## config.mk

```make
export PLATFORM = sky130hd
export DESIGN_NAME = sarb_host
export DESIGN_NICKNAME = d
export VERILOG_FILES = /design/src/rtl/sarb_pkg.sv /design/src/rtl/sarb_timer.sv /design/src/rtl/sarb_mode_track.sv /design/src/rtl/sarb_byte_asm.sv /design/src/rtl/sarb_host.sv
export SDC_FILE = /design/constraint.sdc
export NUM_CORES = 1
export LEC_CHECK = 0
export BUFFER_PORTS_ARGS = -buffer_cell sky130_fd_sc_hd__buf_2
export CAP_MARGIN = 25
export CELL_PAD_IN_SITES_DETAIL_PLACEMENT = 1
export CELL_PAD_IN_SITES_GLOBAL_PLACEMENT = 1
export CORE_MARGIN = 4
export CORE_UTILIZATION = 46
export CTS_CLUSTER_SIZE = 14
export DETAILED_ROUTE_END_ITERATION = 10
export PLACE_DENSITY = 0.79
export SYNTH_ARGS = -nofsm -noshare
export SYNTH_HDL_FRONTEND = slang
export SYNTH_HIERARCHICAL = 1
export SYNTH_SLANG_ARGS = --single-unit
```

## constraint.sdc

```tcl
create_clock -name clk -period 5.5 [get_ports clk]
set_input_delay 0.825 -clock clk [delete_from_list [all_inputs] [get_ports clk]]
set_output_delay 0.825 -clock clk [all_outputs]
set_load 0.05 [all_outputs]
```

## src/rtl/sarb_pkg.sv

```systemverilog
package sarb_pkg;
  typedef enum logic [2:0] {
    ST_IDLE,
    ST_ACQ,
    ST_GAP,
    ST_CONV,
    ST_RDH,
    ST_RDL
  } sarb_state_t;
endpackage

```

## src/rtl/sarb_timer.sv

```systemverilog
module sarb_timer #(
  parameter int W = 8
) (
  input  logic         clk,
  input  logic         rst,
  input  logic         load,
  input  logic [W-1:0] load_val,
  output logic         zero
);
  logic [W-1:0] cnt;

  always_ff @(posedge clk) begin
    if (rst)             cnt <= '0;
    else if (load)       cnt <= load_val;
    else if (cnt != '0)  cnt <= cnt - 1'b1;
  end

  assign zero = (cnt == '0);
endmodule

```

## src/rtl/sarb_mode_track.sv

```systemverilog
module sarb_mode_track (
  input  logic clk,
  input  logic rst,
  input  logic accept,
  input  logic req_shut,
  input  logic finish,
  input  logic abort,
  output logic pend_shut,
  output logic prev_shut
);
  always_ff @(posedge clk) begin
    if (rst) begin
      pend_shut <= 1'b0;
      prev_shut <= 1'b1;
    end else begin
      if (accept) pend_shut <= req_shut;
      if (abort)       prev_shut <= 1'b1;
      else if (finish) prev_shut <= pend_shut;
    end
  end
endmodule

```

## src/rtl/sarb_byte_asm.sv

```systemverilog
module sarb_byte_asm #(
  parameter int BW = 8
) (
  input  logic          clk,
  input  logic          rst,
  input  logic          cap_hi,
  input  logic          cap_lo,
  input  logic [BW-1:0] bus,
  output logic          res_valid,
  output logic [2*BW-1:0] res_data
);
  logic [BW-1:0] hi_q;

  always_ff @(posedge clk) begin
    if (rst) begin
      hi_q      <= '0;
      res_valid <= 1'b0;
      res_data  <= '0;
    end else begin
      res_valid <= cap_lo;
      if (cap_hi) hi_q <= bus;
      if (cap_lo) res_data <= {hi_q, bus};
    end
  end
endmodule

```

## src/rtl/sarb_host.sv

```systemverilog
module sarb_host
  import sarb_pkg::*;
#(
  parameter int CLK_MHZ    = 50,
  parameter int WAKE_US    = 12000,
  parameter int TMO_US     = 20,
  parameter int ACQ_CYC    = 50,
  parameter int GAP_CYC    = 4,
  parameter int SETTLE_CYC = 3
) (
  input  logic        clk,
  input  logic        rst,
  input  logic        req_valid,
  input  logic        req_shut,
  output logic        req_ready,
  output logic        res_valid,
  output logic [15:0] res_data,
  output logic        err_tmo,
  output logic        conv_sel_n,
  output logic        mode_ctl,
  output logic        byte_hi,
  input  logic        done_n,
  input  logic [7:0]  adc_bus
);
  localparam int WAKE_CYC  = WAKE_US * CLK_MHZ;
  localparam int TMO_CYC   = TMO_US * CLK_MHZ;
  localparam int FIRST_CYC = (WAKE_CYC > ACQ_CYC) ? WAKE_CYC : ACQ_CYC;
  localparam int MAX_A     = (FIRST_CYC > TMO_CYC) ? FIRST_CYC : TMO_CYC;
  localparam int MAX_B     = (GAP_CYC > SETTLE_CYC) ? GAP_CYC : SETTLE_CYC;
  localparam int MAX_CYC   = (MAX_A > MAX_B) ? MAX_A : MAX_B;
  localparam int CNT_W     = $clog2(MAX_CYC + 1);

  localparam logic [CNT_W-1:0] L_FIRST = CNT_W'(FIRST_CYC - 1);
  localparam logic [CNT_W-1:0] L_ACQ   = CNT_W'(ACQ_CYC - 1);
  localparam logic [CNT_W-1:0] L_GAP   = CNT_W'(GAP_CYC - 1);
  localparam logic [CNT_W-1:0] L_TMO   = CNT_W'(TMO_CYC - 1);
  localparam logic [CNT_W-1:0] L_SET   = CNT_W'(SETTLE_CYC - 1);

  sarb_state_t       state, nxt;
  logic              load, zero;
  logic [CNT_W-1:0]  load_val;
  logic              accept, finish, abort, cap_hi, cap_lo;
  logic              pend_shut, prev_shut;

  assign accept = req_valid && (state == ST_IDLE);

  always_comb begin
    nxt      = state;
    load     = 1'b0;
    load_val = L_SET;
    finish   = 1'b0;
    abort    = 1'b0;
    cap_hi   = 1'b0;
    cap_lo   = 1'b0;
    unique case (state)
      ST_IDLE: if (accept) begin
        nxt      = ST_ACQ;
        load     = 1'b1;
        load_val = prev_shut ? L_FIRST : L_ACQ;
      end
      ST_ACQ: if (zero) begin
        nxt = ST_GAP; load = 1'b1; load_val = L_GAP;
      end
      ST_GAP: if (zero) begin
        nxt = ST_CONV; load = 1'b1; load_val = L_TMO;
      end
      ST_CONV: begin
        if (!done_n) begin
          nxt = ST_RDH; load = 1'b1; load_val = L_SET;
        end else if (zero) begin
          nxt = ST_IDLE; abort = 1'b1;
        end
      end
      ST_RDH: if (zero) begin
        nxt = ST_RDL; load = 1'b1; load_val = L_SET; cap_hi = 1'b1;
      end
      ST_RDL: if (zero) begin
        nxt = ST_IDLE; cap_lo = 1'b1; finish = 1'b1;
      end
      default: nxt = ST_IDLE;
    endcase
  end

  always_ff @(posedge clk) begin
    if (rst) begin
      state   <= ST_IDLE;
      err_tmo <= 1'b0;
    end else begin
      state <= nxt;
      if (abort) err_tmo <= 1'b1;
    end
  end

  sarb_timer #(.W(CNT_W)) u_timer (
    .clk(clk), .rst(rst), .load(load), .load_val(load_val), .zero(zero)
  );

  sarb_mode_track u_mode (
    .clk(clk), .rst(rst), .accept(accept), .req_shut(req_shut),
    .finish(finish), .abort(abort), .pend_shut(pend_shut), .prev_shut(prev_shut)
  );

  sarb_byte_asm #(.BW(8)) u_asm (
    .clk(clk), .rst(rst), .cap_hi(cap_hi), .cap_lo(cap_lo), .bus(adc_bus),
    .res_valid(res_valid), .res_data(res_data)
  );

  assign req_ready  = (state == ST_IDLE);
  assign conv_sel_n = (state == ST_IDLE) || (state == ST_GAP);
  assign byte_hi    = (state == ST_RDH);
  assign mode_ctl   = ((state == ST_GAP) || (state == ST_CONV)) ? pend_shut :
                      ((state == ST_RDH) || (state == ST_RDL));
endmodule

```

==> out/qor.yml <==
outcome:
  status: "completed"
timing:
  min_period_over_period_pct: 66.7
  finalMaxSlewViolations: 0
  tightest_slew_ns: 0.716
  grt_setup_unrepaired: "no"
  finClkSkew_ns: 0.0127
  timing.final.crit_period_ns: 3.67
  maxSlewHeadroom_pct: 52.2
  hold_viol: 0
  finalSetupTns_ns: 0
  setup_viol: 0
  fmax_mhz: 273
worst_hold_path:
  hold_class: "flip-flop to flip-flop"
  min_from: "err_tmo"
clocking:
  hold_buffers: 0
  htreeDepth: 2
  cts_num_sinks: 51
  cts_buffers: 5
  postCtsSetupBuffers: 0
  insertion_delay_ns: 0.30
  cts_resized: 0
  cts.path.max_buffers: 2
  tritoncts: "built"
  root_buffer: "clkbuf_8"
  clk_pin_slew_ns: 0.10
final_layout:
  insertedDiodeCount: 0
  area_delta_synth_final_pct: 12.8
  drive_above_1_share_pct: 22.0
  utilization_pct: 54.1
  nNetsFinal: 314
  instances_no_fill: 370
critical_path:
  critPathKind: "flip-flop to flip-flop"
  cp-start-kind: "flip-flop"
  startpoint: "u_timer/cnt[0]"
  max_stage_delay_ns: 0.62
  path_delay_family: "simple AND/OR/NAND/NOR gates"
  cp_cell_sequence: "inv_1 > ha_1 > or4b_2 > nor4_2 > and2b_1 > nor2b_1 > o21ai_0 > or3b_1 > nor2b_1 > buf_6 > a22o_1"
  r2r-start: "u_timer/cnt[0]"
  path_max_fanout: 17
  worst_path_max_delay_cell: "nor2b_1"
  crit_buf_inv: 2
  required_ns: 5.74
  cp_common_cell: "nor2b_1"
  end_kind: "flip-flop"
  worstPathArrival_ns: 3.91
yosys:
  ys_types: 49
  async_flop_share_pct: 0
  avgSynthCellArea_um2: 9.30
  synth_edf_count: 0
  yosysSeqAreaShare_pct: 41.4
  synthCells: 265
  synth_seq_cells: 51
  netlist_area_um2: 2460
  ys_warn_count: 6
  yosys-top-cells-area: "dfxtp_1 (41%), mux2i_1 (11%), nor2_1 (5.5%)"
  netlist.area_leader.share_pct: 41.4
  synth_area_leader_cell: "dfxtp_1"
  ys_dominant_reg_cell: "dfxtp_1"
floorplanning:
  rows: 26
  coreArea_um2: 5140
  ios: 35
  initial_core_util_pct: 47.9
  fp.dieH_um: 81.2
  fp.dieW_um: 81.2
  dieArea_um2: 6590
grt:
  antenna_found_initial: 0
  grt-ovfl-total: 0
  grt_max_degree: 37
  grt_pass1_vias: 1961
  gr-usage-all-layers_pct: 18.4
  grt_pass1_wl_mm: 9.43
power:
  p_leak_nw: 1.12
  power.density_nw_per_um2: 544
  ir_worst_vdd_mv: 0.212
detailed_routing:
  drt_iter0_drc: 69
  ant_nets: 0
  wl_mm: 5.53
  wl_per_cell_um: 14.9
  vias: 1914
  via_per_inst: 5.17
  drc: 0
  firstDrtPassIters: 4
place:
  place_hpwl_mm: 3.87
  placed_cells: 362
  gp_congestion: 0.811
  io_buffers: 34
run:
  drv_cap: 0
## layer usage
layer | global-route usage [%] | share of wire [%] | vias to the layer above
li1 | - | - | 971
met1 | 23.5 | 47 | 906
met2 | 30.9 | 49 | 30
met3 | 2.99 | 3.1 | 7
met4 | 7.26 | 1.3 | 0
met5 | 0 | 0 | -
## through the flow
step / instance area [um^2] / worst slack [ns] / hold WS (ns) / total power (W)
6_report: 2780 / 1.83 / 0.476 / 0.00151
5_1_grt: 2780 / 1.57 / 0.523 / 0.00163
4_1_cts: 2780 / 1.86 / 0.483 / 0.00153
3_5_place_dp: 2660 / 1.90 / 0.459 / 0.00124
3_3_place_gp: 2630 / 1.77 / 0.457 / 0.00122
2_1_floorplan: 2480 / 2.49 / 0.454 / 0.00112
## state kept, by name, indices dropped and copies added, names as in the netlist
signal            count
u_timer/cnt          20
u_asm/res_data       16
u_asm/hi_q            8
state                 3
err_tmo               1
u_asm/res_valid       1
u_mode/pend_shut      1
u_mode/prev_shut      1
## report_power, final
| group | leakage [nW] | switching (W) | internal (W) |
|---|---|---|---|
| Sequential | 0.415 | 0.0000975 | 0.000450 |
| Combinational | 0.648 | 0.000399 | 0.000290 |
| Clock | 0.0618 | 0.000126 | 0.000150 |
## cell type report
cell class / instances / area (um^2)
Sequential cell: 51 / 1020
Fill cell: 628 / 2360
Clock buffer: 6 / 82.6
Inverter: 4 / 15.0
Timing Repair Buffer: 37 / 204
Tap cell: 70 / 87.6
Clock inverter: 2 / 38.8
Multi-Input combinational cell: 200 / 1330
## cell families (layout without fill, tap and decap cells)
kind of cell,count (synthesis),count (layout),share of synthesized area (%)
AO/OA/AOI/OAI,31,31,9.34
XOR/XNOR,18,18,6.40
adder cells (fa/ha/maj),2,2,1.02
buffers and inverters,19,49,5.38
flip-flops,51,51,41.4
multiplexers,29,29,11.9
other,1,6,0.152
AND/OR/NAND/NOR,114,114,24.3
## path summary, 6_finish.rpt
path	endpoint	slack [ns]	depth (start not counted)
max	u_timer/cnt[1]	1.83	11
min	err_tmo	0.48	1
max reg2reg	u_timer/cnt[1]	1.83	11
min reg2reg	err_tmo	0.48	1
## cells in the final DEF (no fill, tap or decap), types with 2 or more instances in the layout
| master | Yosys | layout |
|---|---|---|
| nor2_1 | 36 | 35 |
| inv_1 | 4 | 4 |
| nand2b_1 | 3 | 3 |
| nor4_1 | 5 | 5 |
| and2b_1 | 2 | 2 |
| nor3_1 | 11 | 11 |
| a21oi_1 | 5 | 5 |
| a22o_1 | 3 | 3 |
| clkbuf_8 | 0 | 6 |
| ha_1 | 2 | 2 |
| xor2_1 | 3 | 3 |
| xnor2_1 | 15 | 15 |
| nor2b_1 | 5 | 5 |
| o31ai_1 | 2 | 2 |
| o21ai_2 | 10 | 10 |
| nor4_2 | 2 | 2 |
| dfxtp_1 | 51 | 51 |
| or3b_1 | 2 | 2 |
| buf_2 | 6 | 34 |
| or3_1 | 4 | 4 |
| mux2i_1 | 28 | 28 |
| nand2_1 | 28 | 28 |
| conb_1 | 1 | 6 |
| o21ai_0 | 6 | 6 |
| or2_1 | 2 | 2 |
## synth_stat cells (2+ instances only)
cell,instances
a21oi_1,5
a22o_1,3
and2b_1,2
buf_2,6
buf_4,3
buf_6,2
clkbuf_1,2
dfxtp_1,51
ha_1,2
inv_1,4
mux2i_1,28
nand2_1,28
nand2b_1,3
nor2_1,36
nor2b_1,5
nor3_1,11
nor4_1,5
nor4_2,2
o21ai_0,6
o21ai_2,10
o31ai_1,2
or2_1,2
or3_1,4
or3b_1,2
xnor2_1,15
xor2_1,3
## worst register-to-register path: stages, from the launching register on
cell     delay [ns]
dfxtp_1        0.35
inv_1          0.10
ha_1           0.14
or4b_2         0.60
nor4_2         0.19
and2b_1        0.52
nor2b_1        0.28
o21ai_0        0.13
or3b_1         0.31
nor2b_1        0.62
buf_6          0.23
a22o_1         0.15
No activity file was read; power rests on OpenSTA's default activity.
